`src/rtl/nru_pkg.sv`:
```
package nru_pkg;

  // Strobes from the control half to the datapath half
  typedef struct packed {
    logic useUpd;   // apply a use-bit update for updSet/updWay
    logic pinWr;    // replace the pin mask of cfgSet
    logic faultWr;  // OR new fault bits into cfgSet
  } ctrlStrobe_t;

endpackage

```
`src/rtl/nru_ctrl.sv`:
```
module nru_ctrl
  import nru_pkg::*;
#(
  parameter int NUM_WAYS = 8,
  parameter int NUM_SETS = 16,
  parameter int MAX_PIN  = 6,
  localparam int WAY_W = $clog2(NUM_WAYS),
  localparam int SET_W = $clog2(NUM_SETS)
) (
  input  logic                accValid,
  input  logic                accIsFill,
  input  logic [SET_W-1:0]    accSet,
  input  logic [WAY_W-1:0]    accHitWay,
  input  logic                cfgWrEn,
  input  logic [NUM_WAYS-1:0] cfgPinMask,
  input  logic                noVictim,
  input  logic [WAY_W-1:0]    victimWay,
  output ctrlStrobe_t         strb,
  output logic [SET_W-1:0]    updSet,
  output logic [WAY_W-1:0]    updWay
);

  logic pinOk;

  always_comb begin
    pinOk = ($countones(cfgPinMask) <= MAX_PIN);
    strb.useUpd  = accValid && !noVictim;   // fully locked set: no update
    strb.pinWr   = cfgWrEn && pinOk;
    strb.faultWr = cfgWrEn;
    updSet       = accSet;
    updWay       = accIsFill ? victimWay : accHitWay;
  end

endmodule

```
`src/rtl/nru_dpath.sv`:
```
module nru_dpath
  import nru_pkg::*;
#(
  parameter int NUM_WAYS = 8,
  parameter int NUM_SETS = 16,
  localparam int WAY_W = $clog2(NUM_WAYS),
  localparam int SET_W = $clog2(NUM_SETS)
) (
  input  logic                clk,
  input  logic                rstN,
  input  ctrlStrobe_t         strb,
  input  logic [SET_W-1:0]    updSet,
  input  logic [WAY_W-1:0]    updWay,
  input  logic [SET_W-1:0]    cfgSet,
  input  logic [NUM_WAYS-1:0] cfgPinMask,
  input  logic [NUM_WAYS-1:0] cfgFaultMask,
  input  logic [SET_W-1:0]    accSet,
  output logic [NUM_WAYS-1:0] curUse,
  output logic [NUM_WAYS-1:0] curLock,
  output logic [NUM_WAYS-1:0] curPin,
  output logic [NUM_WAYS-1:0] curFault,
  output logic [WAY_W-1:0]    victimWay,
  output logic                noVictim
);

  logic [NUM_WAYS-1:0] useArr   [NUM_SETS];
  logic [NUM_WAYS-1:0] pinArr   [NUM_SETS];
  logic [NUM_WAYS-1:0] faultArr [NUM_SETS];
  logic [NUM_WAYS-1:0] nextUse;

  // Next use bits for the set being updated (clear-all over unlocked ways)
  always_comb begin
    logic [NUM_WAYS-1:0] merged;
    logic [NUM_WAYS-1:0] lockU;
    merged  = useArr[updSet] | (NUM_WAYS'(1) << updWay);
    lockU   = pinArr[updSet] | faultArr[updSet];
    nextUse = ((merged | lockU) == '1) ? '0 : merged;
  end

  for (genvar s = 0; s < NUM_SETS; s++) begin : g_set
    logic [NUM_WAYS-1:0] useR, pinR, faultR;
    always_ff @(posedge clk or negedge rstN) begin
      if (!rstN) begin
        useR   <= '0;
        pinR   <= '0;
        faultR <= '0;
      end else begin
        if (strb.useUpd && updSet == SET_W'(s)) useR <= nextUse;
        if (strb.pinWr && cfgSet == SET_W'(s)) pinR <= cfgPinMask;
        if (strb.faultWr && cfgSet == SET_W'(s)) faultR <= faultR | cfgFaultMask;
      end
    end
    assign useArr[s]   = useR;
    assign pinArr[s]   = pinR;
    assign faultArr[s] = faultR;
  end

  // Victim for the set on accSet: lowest unlocked clear way, else lowest unlocked
  always_comb begin
    logic [NUM_WAYS-1:0] cand;
    curUse   = useArr[accSet];
    curPin   = pinArr[accSet];
    curFault = faultArr[accSet];
    curLock  = curPin | curFault;
    cand     = ~curUse & ~curLock;
    if (cand == '0) cand = ~curLock;
    victimWay = '0;
    for (int i = NUM_WAYS - 1; i >= 0; i--) begin
      if (cand[i]) victimWay = WAY_W'(i);
    end
    noVictim = (cand == '0);
  end

endmodule

```
`src/rtl/nru_victim_sel.sv`:
```
module nru_victim_sel
  import nru_pkg::*;
#(
  parameter int NUM_WAYS = 8,
  parameter int NUM_SETS = 16,
  parameter int MAX_PIN  = 6,
  localparam int WAY_W = $clog2(NUM_WAYS),
  localparam int SET_W = $clog2(NUM_SETS)
) (
  input  logic                clk,
  input  logic                rstN,
  input  logic                accValid,
  input  logic                accIsFill,
  input  logic [SET_W-1:0]    accSet,
  input  logic [WAY_W-1:0]    accHitWay,
  input  logic                cfgWrEn,
  input  logic [SET_W-1:0]    cfgSet,
  input  logic [NUM_WAYS-1:0] cfgPinMask,
  input  logic [NUM_WAYS-1:0] cfgFaultMask,
  output logic [WAY_W-1:0]    victimWay,
  output logic                noVictim
);

  ctrlStrobe_t         strb;
  logic [SET_W-1:0]    updSet;
  logic [WAY_W-1:0]    updWay;
  logic [NUM_WAYS-1:0] curUse, curLock, curPin, curFault;

  nru_ctrl #(.NUM_WAYS(NUM_WAYS), .NUM_SETS(NUM_SETS), .MAX_PIN(MAX_PIN)) u_ctrl (
    .accValid   (accValid),
    .accIsFill  (accIsFill),
    .accSet     (accSet),
    .accHitWay  (accHitWay),
    .cfgWrEn    (cfgWrEn),
    .cfgPinMask (cfgPinMask),
    .noVictim   (noVictim),
    .victimWay  (victimWay),
    .strb       (strb),
    .updSet     (updSet),
    .updWay     (updWay)
  );

  nru_dpath #(.NUM_WAYS(NUM_WAYS), .NUM_SETS(NUM_SETS)) u_dpath (
    .clk          (clk),
    .rstN         (rstN),
    .strb         (strb),
    .updSet       (updSet),
    .updWay       (updWay),
    .cfgSet       (cfgSet),
    .cfgPinMask   (cfgPinMask),
    .cfgFaultMask (cfgFaultMask),
    .accSet       (accSet),
    .curUse       (curUse),
    .curLock      (curLock),
    .curPin       (curPin),
    .curFault     (curFault),
    .victimWay    (victimWay),
    .noVictim     (noVictim)
  );

endmodule

```
`config.mk`:
```
export PLATFORM = sky130hd
export DESIGN_NAME = nru_victim_sel
export DESIGN_NICKNAME = d
export VERILOG_FILES = /design/src/rtl/nru_pkg.sv /design/src/rtl/nru_ctrl.sv /design/src/rtl/nru_dpath.sv /design/src/rtl/nru_victim_sel.sv
export SDC_FILE = /design/constraint.sdc
export NUM_CORES = 1
export LEC_CHECK = 0
export BUFFER_PORTS_ARGS = -buffer_cell sky130_fd_sc_hd__buf_4
export CAP_MARGIN = 20
export CORE_MARGIN = 2
export CORE_UTILIZATION = 59
export CTS_CLUSTER_SIZE = 25
export DETAILED_ROUTE_END_ITERATION = 12
export PLACE_DENSITY = 0.76
export SYNTH_ARGS = -nofsm -noshare
export SYNTH_HDL_FRONTEND = slang
export SYNTH_HIERARCHICAL = 1
export SYNTH_SLANG_ARGS = --single-unit
```
`constraint.sdc`:
```
create_clock -name clk -period 5 [get_ports clk]
set_input_delay 0.75 -clock clk [delete_from_list [all_inputs] [get_ports clk]]
set_output_delay 0.75 -clock clk [all_outputs]
set_load 0.01 [all_outputs]
```
# Yosys cells after proc, flatten, opt, wreduce, memory -nomap -nowiden
# Index checks and enable logic that the tools add are counted.
# W data, S select, Z words.
# totals
reg_bits	384
inputBits	32
output_inout_bits	4
# op_classes
addsub	7
order_cmp	2
n_eq_ne	31
n_shift	1
n_mux	20
bitwise_logic	23
reduce_logical	55
# ops
cell	n
$or A8 B8 Y8	19
$add A32 B32 Y32	3
$bmux W8 S4	3
$eq A4 B4 Y1 const B	16
$mux W8	8
$logic_and A1 B1 Y1	50
$eq A4 B3 Y1 const B	8
$le A32 B4 Y1 const B	1
$mux W3	9
$eq A4 B2 Y1 const B	4
$logic_not A8 Y1	2
$not A8 Y8	2
$add A1 B1 Y2	4
$and A8 B8 Y8	1
$eq A4 B1 Y1 const B	2
$eq A8 B8 Y1 const B	1
$logic_not A4 Y1	2
$shl A1 B3 Y8 const A	1
$ge A5 B5 Y1 const B	1
$not A4 Y5	1
$logic_not A1 Y1	1

# Logic depth before layout (Yosys ltp)
# depth
word_depth	23
mapped_depth	25
mapped_depth_nobuf	19

# Modules after synthesis
# Netlist, hierarchy kept.
# modules_own_cells
mod	n_inst	cells_each	area_per_inst_um2	seq_area_each_um2
nru_dpath	1	1491	19796.5	9609.2
nru_ctrl	1	35	276.5	0.0

# Worst setup path after synthesis
# No wires, ideal clock.
# synth_timing
path_kind	input to register
startpoint	in accSet[0]
endpoint	reg u_dpath.g_set[10].useR[1]
setup_time_ps	125
t_arrival_ps	5387
path_slack_ps	-512
cell_stages	24
n_path_buf	7
cell_sequence	buf_6 buf_12 buf_12 mux4_1 a22oi_1 nand2_1 or2_1 o22ai_1 or4_1 buf_6 a21o_1 nor2_1 o41ai_1 mux2_2 clkbuf_1 nand2_1 o211ai_1 a21oi_1 a32o_1 nor4b_4 buf_6 nor2_1 buf_2 mux2_2
# synth_between
elab_chain_len	23
word_cells_on_any_way	35
classes_between	eq/ne: 2; shift: 1; mux: 20; bitwise: 7; reduce/logical: 5
# synth_rtl
element	line	text
from (decl)	nru_victim_sel.sv:14	input logic [SET_W-1:0] accSet,
$not A4 Y5 (implied by the code) (*)	nru_dpath.sv:62	curPin = pinArr[accSet];
$bmux W8 S4 (*)	nru_dpath.sv:62	
$mux W8 (implied by the code) (*) (2 in series)	nru_dpath.sv:62	
net curPin[7]	nru_victim_sel.sv:27	logic [NUM_WAYS-1:0] curUse, curLock, curPin, curFault;
$or A8 B8 Y8 (*)	nru_dpath.sv:64	curLock = curPin | curFault;
net curLock[7]	nru_victim_sel.sv:27	
$not A8 Y8 (*)	nru_dpath.sv:65, nru_dpath.sv:66	
$and A8 B8 Y8	nru_dpath.sv:65	cand = ~curUse & ~curLock;
[... 10 more ...]	n/a	
net victimWay[0]	nru_victim_sel.sv:20	output logic [WAY_W-1:0] victimWay,
$mux W3 (*)	nru_ctrl.sv:31	updWay = accIsFill ? victimWay : accHitWay;
net updWay[0]	nru_victim_sel.sv:26	logic [WAY_W-1:0] updWay;
$shl A1 B3 Y8 (*)	nru_dpath.sv:35	merged = useArr[updSet] | (NUM_WAYS'(1) << updWay);
$or A8 B8 Y8 (*)	nru_dpath.sv:35	
$or A8 B8 Y8	nru_dpath.sv:37	nextUse = ((merged | lockU) == '1) ? '0 : merged;
$eq A8 B8 Y1	nru_dpath.sv:37	
$mux W8 (*)	nru_dpath.sv:37	
to (signal assigned)	nru_dpath.sv:48	if (strb.useUpd && updSet == SET_W'(s)) useR <= nextUse;
to (decl)	nru_dpath.sv:41	logic [NUM_WAYS-1:0] useR, pinR, faultR;
# Mark *: on every way through the listed nets, which the timed path passes. The rest lies on a longest branch. The select of a mux whose other input is x is not followed.
# A chain may end at the register's enable or synchronous reset.

# Worst setup path in the final report
# layout_timing
startpoint	in accSet[0]
endpoint	reg u_dpath.g_set[5].useR[0]
# layout_between
elab_chain_len	23
word_cells_on_any_way	35
classes_between	eq/ne: 2; shift: 1; mux: 20; bitwise: 7; reduce/logical: 5
# layout_rtl
element	line	text
$not A4 Y5 (implied by the code) (*)	nru_dpath.sv:62	
$bmux W8 S4 (*)	nru_dpath.sv:62	
$mux W8 (implied by the code) (*) (2 in series)	nru_dpath.sv:62	
net curPin[1]	nru_victim_sel.sv:27	
$or A8 B8 Y8 (*)	nru_dpath.sv:64	
net curLock[1]	nru_victim_sel.sv:27	
$not A8 Y8 (*)	nru_dpath.sv:65, nru_dpath.sv:66	
$and A8 B8 Y8	nru_dpath.sv:65	
[... 9 more ...]	n/a	
$mux W3 (*)	nru_dpath.sv:69	if (cand[i]) victimWay = WAY_W'(i);
$mux W3 (*)	nru_ctrl.sv:31	
net updWay[2]	nru_victim_sel.sv:26	
$shl A1 B3 Y8 (*)	nru_dpath.sv:35	
$or A8 B8 Y8 (*)	nru_dpath.sv:35	
$or A8 B8 Y8	nru_dpath.sv:37	
$eq A8 B8 Y1	nru_dpath.sv:37	
$mux W8 (*)	nru_dpath.sv:37	
to (signal assigned)	nru_dpath.sv:48	
to (decl)	nru_dpath.sv:41	
# Marked as above.

==> impl_metrics.json <==
{
  "status": "finished with violations",
  "failed_checks": "setup timing",
  "syn_inst": 1526,
  "die_y_um": 188,
  "synth_top_flop_cell": "dfrtp_1",
  "hold_path.class": "in2async",
  "avgRoutedWirePerCell_um": 27.8,
  "start_kind": "primary input",
  "worstMarginPinSlew_ns": 1.27,
  "worstRegToRegCells": 22,
  "path_clk_slew_ns": 0.06,
  "crit_type": "in2reg",
  "p_leak_nw": 11.9,
  "rsz0062_at_grt": "yes",
  "fmax_mhz": 193,
  "overflow": 0,
  "ys_async_sr_fraction": 1.00,
  "cts_buffer_depth": 3,
  "path_common_cell": "buf_4",
  "dieArea_um2": 35500,
  "yosysTopAreaCellShare": 0.479,
  "fillers": 1980,
  "finalCritPeriodShare": 1.04,
  "postLayoutCoreUtil": 0.768,
  "drv_slew": 0,
  "syn_area_per_cell_um2": 13.2,
  "grt_antenna_before_repair": 1,
  "drv_cap": 0,
  "grt_pass1_vias": 16389,
  "worst_slack_ns": -0.175,
  "dp_hpwl_um": 44100,
  "dr.first_iter.drc_count": 2167,
  "final.setup.tns_ns": -10.52,
  "grt_use_total": 0.372,
  "area_growth_syn_to_layout_pct": 28.2,
  "io_buffer_count": 35,
  "critPathCaptureType": "flip-flop",
  "rows": 67,
  "cts_made_buffers": 42,
  "synth.area.mux_share": 0.296,
  "ctsRootBufferMaster": "clkbuf_16",
  "drive_above_1_share": 0.499,
  "globalplace.congestion": 0.956,
  "syn_area_um2": 20100,
  "irDropWorstVdd_uv": 338,
  "postLayoutCellArea_um2": 25700,
  "pre_cts_ws_ns": -0.835,
  "synth_area_leaders": "dfrtp_1 (48%), mux4_2 (15%), mux2_2 (13%)",
  "core_area_um2": 33500,
  "postCtsHoldBufs": 0,
  "io_pins": 36,
  "ys_seq_area_frac": 0.479,
  "finalHoldWorstSlack_ns": 0.250,
  "synth-seq-cells": 384,
  "hold_viol": 0,
  "synth_fp_nets": 1565,
  "max_stage_delay_ns": 0.51,
  "grt_max_degree": 122,
  "num_vias": 16051,
  "critPathArrivalTime_ns": 5.61,
  "fin_crit_ns": 5.18,
  "dr.pass1.iters": 7,
  "drc": 0,
  "htree_levels": 2,
  "synth_compound_area_frac": 0.111,
  "maxSlewHeadroom": 0.149,
  "synthSimpleGateAreaFrac": 0.0686,
  "cp_slowest_cell": "mux4_2",
  "p_per_area_nw_per_um2": 527,
  "place_area_um2": 23400,
  "finalSetupViolCount": 108,
  "synth_edf_count": 0,
  "synthAdderAreaFrac": 0.00586,
  "numClockSinks": 384,
  "required_ns": 5.44,
  "clock_latency_ns": 0.56,
  "fin_skew_ns": 0.0250,
  "vias_per_cell": 6.76,
  "synth_xor_area_frac": 0.000436,
  "synth_top_family_by_area": "multiplexers",
  "die_x_um": 188,
  "cts_tree": "built",
  "synth_area_leader_cell": "dfrtp_1",
  "nNetsFinal": 1931,
  "yosys_warnings": 6,
  "synth_cell_types": 61,
  "grt_pass1_wl_um": 99000,
  "start_util": 0.599,
  "wirelength_um": 66100,
  "crit_path_max_fanout": 8,
  "ant_nets": 0
}
## cell families after synthesis
kind of cell | count (synthesis)
flip-flops | 384
XOR/XNOR | 1
buffers and inverters | 134
multiplexers | 387
AND/OR/NAND/NOR | 300
AO/OA/AOI/OAI | 313
adder cells (fa/ha/maj) | 7
## final timing paths
path | to | slack [ns] | start
hold / removal | u_dpath/g_set[15].pinR[2] | 0.25 | rstN
min in group clk | u_dpath/g_set[11].faultR[4] | 0.48 | u_dpath/g_set[11].faultR[4]
max in group asynchronous | u_dpath/g_set[13].useR[6] | 3.37 | rstN
setup reg to reg | u_dpath/g_set[5].useR[0] | 0.02 | u_dpath/g_set[12].faultR[4]
setup / recovery | u_dpath/g_set[5].useR[0] | -0.18 | accSet[0]
hold reg to reg | u_dpath/g_set[11].faultR[4] | 0.48 | u_dpath/g_set[11].faultR[4]
## cells in the mapped netlist (17+ instances only)
cell type    n
mux4_2     135
mux2_2     239
o31ai_1     24
nor3_1      38
o21ai_0     17
a22oi_1     30
dfrtp_1    384
nor2_1     130
a21oi_1     40
clkbuf_1    42
a21o_1     131
buf_2       34
nand2_1     63
## per-stage QoR
stage / instances / power (mW)
5_1_grt: 2374 / 14.1
3_5_place_dp: 2260 / 9.53
6_report: 2374 / 13.6
3_3_place_gp: 2259 / 9.28
4_1_cts: 2354 / 13.1
2_1_floorplan: 1526 / 7.45
## where the power goes
group | switching [mW] | internal (mW) | total [mW]
Combinational | 2.16 | 2.99 | 5.15
Clock | 1.30 | 2.12 | 3.42
Sequential | 0.804 | 4.18 | 4.99
## sequential cells by signal (all words and copies together), names as in the netlist
signal	flops
u_dpath/g_set.faultR	128
u_dpath/g_set.pinR	128
u_dpath/g_set.useR	128
## placed cells by master (no fill, tap or decap), types with 16 or more instances in the layout
cell / instances
buf_12: 24
clkbuf_16: 47
inv_1: 16
o21ai_0: 16
a21oi_1: 34
dfrtp_1: 384
a22oi_1: 19
mux2_4: 39
mux4_2: 138
nand2_1: 61
a21o_1: 131
nor2_1: 125
buf_6: 21
buf_4: 383
mux2_2: 200
nor3_1: 38
## metal layers
layer | wire [um] | vias up | GRT usage
met1 | 24500 | 8266 | 0.501
met4 | 3720 | 0 | 0.183
met2 | 31000 | 1029 | 0.582
met5 | 0 | - | 0
met3 | 6950 | 263 | 0.0806
li1 | - | 6493 | -
## worst max-delay path: cells and delay by family
| family | cells | cell delay [ns] |
|---|---|---|
| buf+inv | 9 | 1.29 |
| mux | 3 | 1.06 |
| simple gates | 7 | 1.40 |
| compound gates | 6 | 1.10 |
## timing repair
| action | CTS | global route |
|---|---|---|
| gates resized for setup | 44 | 67 |
| endpoints found under the setup margin | 120 | 123 |
| pin swaps | 5 | 23 |
| cloned | 2 | 4 |
| buffers inserted | 15 | 14 |
## final cells by class
cell class,instances,area [um^2],share of cell area
well taps,448,561,0.0218
flip-flops and latches,384,9610,0.373
multi-input cells,1008,10100,0.394
diodes,1,2.50,0.0000972
repair buffers,440,3820,0.148
clock buffers,62,1310,0.0509
clock inverters,15,235,0.00914
inverters,16,60.1,0.00233
(Power assumes the default switching activity.)
